### src/rtl/isa_br_pkg.sv
package isa_br_pkg;
  typedef enum logic [1:0] {
    BR_IDLE = 2'd0,
    BR_ALE  = 2'd1,
    BR_CMD  = 2'd2,
    BR_ACK  = 2'd3
  } br_state_e;
endpackage

### src/rtl/isa_br_decode.sv
module isa_br_decode #(
  parameter int GRP_W = 6,
  parameter logic [GRP_W-1:0] DISK_MATCH = 6'b001000
) (
  input  logic             cs_n,
  input  logic             addr19,
  input  logic [GRP_W-1:0] addr_grp,
  input  logic             iocs16_n,
  input  logic             mcs16_n,
  output logic             io_sel_n,
  output logic             mem_sel_n,
  output logic             wide_req_n,
  output logic             disk_sel_n
);
  // space selects: bit 19 low picks I/O, high picks memory
  assign io_sel_n  = addr19 | cs_n;
  assign mem_sel_n = ~addr19 | cs_n;

  // only the 16-bit select of the active space may request a wide port
  assign wide_req_n = (iocs16_n | io_sel_n) & (mcs16_n | mem_sel_n);

  assign disk_sel_n = io_sel_n | (addr_grp != DISK_MATCH);
endmodule

### src/rtl/isa_br_seq.sv
module isa_br_seq
  import isa_br_pkg::*;
#(
  parameter int CMD_MIN = 3
) (
  input  logic       clk,
  input  logic       rst_n,
  input  logic       as_n,
  input  logic       cs_n,
  input  logic       rw,
  input  logic       addr19,
  input  logic       siz0,
  input  logic       wide_req_n,
  input  logic       iochrdy,
  output logic       bale,
  output logic       ior_n,
  output logic       iow_n,
  output logic       memr_n,
  output logic       memw_n,
  output logic [1:0] dsack_n
);
  localparam int CNT_W = $clog2(CMD_MIN + 1);
  localparam logic [CNT_W-1:0] CNT_LAST = CNT_W'(CMD_MIN - 1);

  br_state_e        state_q, state_d;
  logic [CNT_W-1:0] cnt_q, cnt_d;
  logic             io_q, io_d;
  logic             rd_q, rd_d;
  logic             wide_q, wide_d;

  always_comb begin
    state_d = state_q;
    cnt_d   = cnt_q;
    io_d    = io_q;
    rd_d    = rd_q;
    wide_d  = wide_q;
    if (state_q != BR_IDLE && as_n) begin
      state_d = BR_IDLE;
    end else begin
      unique case (state_q)
        BR_IDLE: begin
          if (!as_n && !cs_n) begin
            state_d = BR_ALE;
            io_d    = ~addr19;
            rd_d    = rw;
          end
        end
        BR_ALE: begin
          state_d = BR_CMD;
          cnt_d   = '0;
          wide_d  = ~(wide_req_n | siz0);
        end
        BR_CMD: begin
          if (cnt_q != CNT_LAST) cnt_d = cnt_q + 1'b1;
          else if (iochrdy)      state_d = BR_ACK;
        end
        BR_ACK: begin
          state_d = BR_ACK;
        end
        default: state_d = BR_IDLE;
      endcase
    end
  end

  always_ff @(posedge clk or negedge rst_n) begin
    if (!rst_n) begin
      state_q <= BR_IDLE;
      cnt_q   <= '0;
      io_q    <= 1'b0;
      rd_q    <= 1'b0;
      wide_q  <= 1'b0;
    end else begin
      state_q <= state_d;
      cnt_q   <= cnt_d;
      io_q    <= io_d;
      rd_q    <= rd_d;
      wide_q  <= wide_d;
    end
  end

  logic cmd_on;
  assign cmd_on  = (state_q == BR_CMD) || (state_q == BR_ACK);
  assign bale    = (state_q == BR_ALE);
  assign ior_n   = ~(cmd_on &  io_q &  rd_q);
  assign iow_n   = ~(cmd_on &  io_q & ~rd_q);
  assign memr_n  = ~(cmd_on & ~io_q &  rd_q);
  assign memw_n  = ~(cmd_on & ~io_q & ~rd_q);
  assign dsack_n = (state_q != BR_ACK) ? 2'b11 : (wide_q ? 2'b01 : 2'b10);
endmodule

### src/rtl/cpu_isa_bridge.sv
module cpu_isa_bridge #(
  parameter int CMD_MIN = 3,
  parameter int GRP_W = 6,
  parameter logic [GRP_W-1:0] DISK_MATCH = 6'b001000
) (
  input  logic             clk,
  input  logic             rst_n,
  input  logic             cs_n,
  input  logic             as_n,
  input  logic             rw,
  input  logic             addr19,
  input  logic [GRP_W-1:0] addr_grp,
  input  logic             siz0,
  input  logic             iocs16_n,
  input  logic             mcs16_n,
  input  logic             iochrdy,
  output logic             bale,
  output logic             ior_n,
  output logic             iow_n,
  output logic             memr_n,
  output logic             memw_n,
  output logic [1:0]       dsack_n,
  output logic             sbhe_n,
  output logic             disk_sel_n
);
  logic io_sel_n, mem_sel_n, wide_req_n;

  isa_br_decode #(.GRP_W(GRP_W), .DISK_MATCH(DISK_MATCH)) dec_i (
    .cs_n       (cs_n),
    .addr19     (addr19),
    .addr_grp   (addr_grp),
    .iocs16_n   (iocs16_n),
    .mcs16_n    (mcs16_n),
    .io_sel_n   (io_sel_n),
    .mem_sel_n  (mem_sel_n),
    .wide_req_n (wide_req_n),
    .disk_sel_n (disk_sel_n)
  );

  isa_br_seq #(.CMD_MIN(CMD_MIN)) seq_i (
    .clk        (clk),
    .rst_n      (rst_n),
    .as_n       (as_n),
    .cs_n       (cs_n),
    .rw         (rw),
    .addr19     (addr19),
    .siz0       (siz0),
    .wide_req_n (wide_req_n),
    .iochrdy    (iochrdy),
    .bale       (bale),
    .ior_n      (ior_n),
    .iow_n      (iow_n),
    .memr_n     (memr_n),
    .memw_n     (memw_n),
    .dsack_n    (dsack_n)
  );

  // byte-high enable tracks the CPU size bit
  assign sbhe_n = siz0;
endmodule

### config.mk
export PLATFORM = sky130hd
export DESIGN_NAME = cpu_isa_bridge
export DESIGN_NICKNAME = d
export VERILOG_FILES = /design/src/rtl/isa_br_pkg.sv /design/src/rtl/isa_br_decode.sv /design/src/rtl/isa_br_seq.sv /design/src/rtl/cpu_isa_bridge.sv
export SDC_FILE = /design/constraint.sdc
export NUM_CORES = 1
export LEC_CHECK = 0
export ABC_AREA = 0
export BUFFER_PORTS_ARGS = -buffer_cell sky130_fd_sc_hd__buf_2
export CORE_AREA = 4 4 41 43
export DETAILED_ROUTE_END_ITERATION = 6
export DIE_AREA = 0 0 45 47
export PLACE_DENSITY_LB_ADDON = 0.15
export REMOVE_ABC_BUFFERS = 1
export SLEW_MARGIN = 10
export SYNTH_ARGS = -nofsm -noshare
export SYNTH_HDL_FRONTEND = slang
export SYNTH_SLANG_ARGS = --single-unit
export TNS_END_PERCENT = 10
### constraint.sdc
create_clock -name clk -period 1.6 [get_ports clk]
set_input_delay 0.32 -clock clk [delete_from_list [all_inputs] [get_ports clk]]
set_output_delay 0.32 -clock clk [all_outputs]
set_load 0.01 [all_outputs]
==> run_results.csv <==
group,metric,value,unit
place,dpl_cell_area,571,um2
min_path,timing.hold.worst.class,"in2reg",
synthesis,synth.distinct_cells,24,
synthesis,post_synthesis_sequential_element_count,7,
routing,wirelength,980,um
sta,layout_worst_path_cycle_share,96.0,%
critical_path,rr_worst_depth,2,
critical_path,cp_data_arrival_time,1220,ps
clock_network,htree_num_levels,1,
critical_path,setup.worst_path.start_class,"register",
cells_and_area,layout.cells.most_common,"sky130_fd_sc_hd__buf_2",
critical_path,worstPathRequired,1280,ps
cells_and_area,post-route-cell-area,614,um2
synthesis,cell_area_after_technology_mapping,437,um2
cells_and_area,diodes,0,
global_routing,maximum_number_of_pins_on_one_net_before_global_route_repair,11,
sta,totalNegativeSetupSlack,0,ps
synthesis,asyncSetResetFlopFracSynth,100,%
clock_network,cts.sinks,7,
routing,final_antenna_violating_net_count,0,
sta,setup-violations-final,0,
sta,max_freq,0.651,GHz
clock_network,cts_root_buffer,"sky130_fd_sc_hd__clkbuf_4",
min_path,min_to,"seq_i.rd_q$_DFFE_PN0P_",
sta,finalHoldViolations,0,
pwr,clockPowerShare,23.9,%
sta,post-route-min-period,1540,ps
die,die-height,47,um
place,numPortBuffers,24,
critical_path,reg2reg_slack,320,ps
critical_path,worstSetupPathType,"reg2out",
global_routing,first_global_vias,401,
pwr,leakage,0.277,nW
pwr,switchingPower,0.215,mW
routing,routed-via-count,436,
pwr,ir_worst_vdd,0.325,mV
synthesis,synthesis.instances,46,
min_path,hp-start,"rw",
routing,drt-wirelength-per-cell,10.9,um
die,fp.coreArea,1300,um2
clock_network,worstSkewPairLatency,240,ps
global_routing,antenna_violations_before_repair,0,
die,num_io_pins,25,
place,dp.cells,84,
die,number_of_standard_cell_rows_in_the_floorplan,13,
sta,finClkSkew,0.414,ps
pwr,switching_share,33.2,%
pwr,power.density,1050,nW/um2
pwr,power.combinational.fraction,33.8,%
die,fp.dieW,45,um
clock_network,clock_path_buffers,2,
pwr,report.power.total,0.647,mW
die,die_area,2120,um2
routing,dr.pass1.iters,4,
critical_path,cp_max_fo,5,
cells_and_area,finalNonFillerCells,90,
sta,slew_of_the_pin_with_the_lowest_slew_margin,312,ps
routing,via_per_inst,4.84,
global_routing,total_overflow_reported_by_the_global_router,0,
routing,number_of_remaining_drc_errors,0,
synthesis,sequential_to_total_area_share_from_yosys_stat,40.1,%
global_routing,groute.usage.overall,11.0,%
place,place.gp.congestion,0.670,
synthesis,synthFlopType,"sky130_fd_sc_hd__dfrtp_1",
synthesis,number_of_warnings_printed_during_yosys_synthesis,0,
clock_network,number_of_buffers_inserted_during_clock_tree_synthesis,3,
status,outcome,"completed",
min_path,depth_of_the_worst_hold_timing_path,2,
pwr,power.share.sequential,42.3,%
routing,first_iter_violations,6,
clock_network,clock_transition_at_path_regs,50,ps
cells_and_area,final_net_count,93,
critical_path,critPathCaptureType,"output pin",
cells_and_area,layout-drive-gt1-share,44.0,%
critical_path,r2r-end,"seq_i.rd_q$_DFFE_PN0P_",
place,hpwlAfterDp,848,um
critical_path,regToRegStartpoint,"seq_i.state_q[1]$_DFFE_PN0P_",
pwr,internal_dissipation,0.432,mW
job,drv.max_cap_violation_count,0,
synthesis,synth-edff-count,0,
sta,rsz_0062_raised_after_global_routing,"no",
cells_and_area,post-route-util,47.2,%
cells_and_area,final_cell_mix,"sky130_fd_sc_hd__buf_2 (24), sky130_fd_sc_hd__dfrtp_1 (7), sky130_fd_sc_hd__nor2_1 (5)",
synthesis,avgSynthCellArea,9.49,um2
clock_network,tritoncts_clock_tree,"built",
sta,maxSlewViolCount,0,
sta,relSlewSlack,78.7,%
global_routing,grt_pass1_wl,1.67,mm
cells_and_area,areaGrowthSynthToFinish,40.7,%
die,floorplan.initialDensity,33.6,%
[logic make-up after synthesis]
family                     synth area share, %
buffers and inverters                     7.16
adders and majority gates                 2.86
and+or+nand+nor                           30.1
DFF                                       40.1
muxes                                     7.45
AOI/OAI and AO/OA                         12.3
[timing repair]
item,4_1_cts,5_1_grt
hold endpoints to repair,7,0
buffers inserted,0,1
endpoints found under the setup margin,0,2
resized for setup,0,0
hold buffers,1,0
[through the flow]
step | hold slack [ps] | worst slack, ps
after floorplan | 24.4 | 278
after global routing | 293 | 6.55
final | 300 | 63.4
after global placement | 165 | 314
after detailed placement | 165 | 307
after CTS | 292 | 33.9
[worst max-delay path, cell delays in order (launching register included)]
cell,delay [ps]
sky130_fd_sc_hd__dfrtp_1,420
sky130_fd_sc_hd__inv_2,60
sky130_fd_sc_hd__or3_1,350
sky130_fd_sc_hd__buf_2,140
[cells in the mapped netlist, types with 2 or more instances]
library cell,instances,share of area (%)
sky130_fd_sc_hd__mux2_1,2,5.2
sky130_fd_sc_hd__dfrtp_1,7,40
sky130_fd_sc_hd__or3_1,2,2.9
sky130_fd_sc_hd__buf_4,2,3.4
sky130_fd_sc_hd__a21oi_1,3,3.4
sky130_fd_sc_hd__nor2b_1,2,2.9
sky130_fd_sc_hd__o2bb2ai_1,2,4.0
sky130_fd_sc_hd__nor2_1,5,4.3
sky130_fd_sc_hd__inv_1,2,1.7
sky130_fd_sc_hd__nand3_1,3,3.4
sky130_fd_sc_hd__nand2_1,2,1.7
sky130_fd_sc_hd__nor4b_1,2,4.0
[flip-flops by register name (all words and copies together) (netlist names)]
signal / cells
seq_i.wide_q: 1
seq_i.io_q: 1
seq_i.state_q: 2
seq_i.cnt_q: 2
seq_i.rd_q: 1
[layer usage]
| metal | up-vias | GRT usage (%) | part of all wire, % |
|---|---|---|---|
| met1 | 189 | 14.0 | 48 |
| li1 | 224 | - | - |
| met3 | 4 | 2.68 | 9.2 |
| met5 | - | 0 | 0 |
| met4 | 0 | 7.02 | 2.3 |
| met2 | 19 | 16.7 | 41 |
[power groups by stage]
stage          clock, mW  combinational [mW]  sequential (mW)
2_1_floorplan          0               0.135            0.273
3_3_place_gp           0               0.207            0.275
3_5_place_dp           0               0.215            0.278
4_1_cts            0.163               0.217            0.275
5_1_grt            0.178               0.247            0.285
6_report           0.155               0.219            0.274
[worst max path at each step]
stage / startpoint / end / slack [ps]
after floorplan: seq_i.state_q[1]$_DFFE_PN0P_ / seq_i.rd_q$_DFFE_PN0P_ / 280
after global placement: seq_i.state_q[1]$_DFFE_PN0P_ / iow_n / 310
after detailed placement: seq_i.state_q[1]$_DFFE_PN0P_ / iow_n / 310
after CTS: seq_i.state_q[1]$_DFFE_PN0P_ / iow_n / 30
after global routing: seq_i.state_q[1]$_DFFE_PN0P_ / memw_n / 7
final: seq_i.state_q[1]$_DFFE_PN0P_ / memw_n / 60
[final cells by class]
| type | count | area, um2 |
|---|---|---|
| fillers | 138 | 687 |
| multi-input cells | 33 | 230 |
| flip-flops and latches | 7 | 175 |
| repair buffers | 28 | 153 |
| clock buffers | 4 | 26.3 |
| well taps | 15 | 18.8 |
| inverters | 3 | 11.3 |
Note: power is estimated with default switching activity, not from simulation.
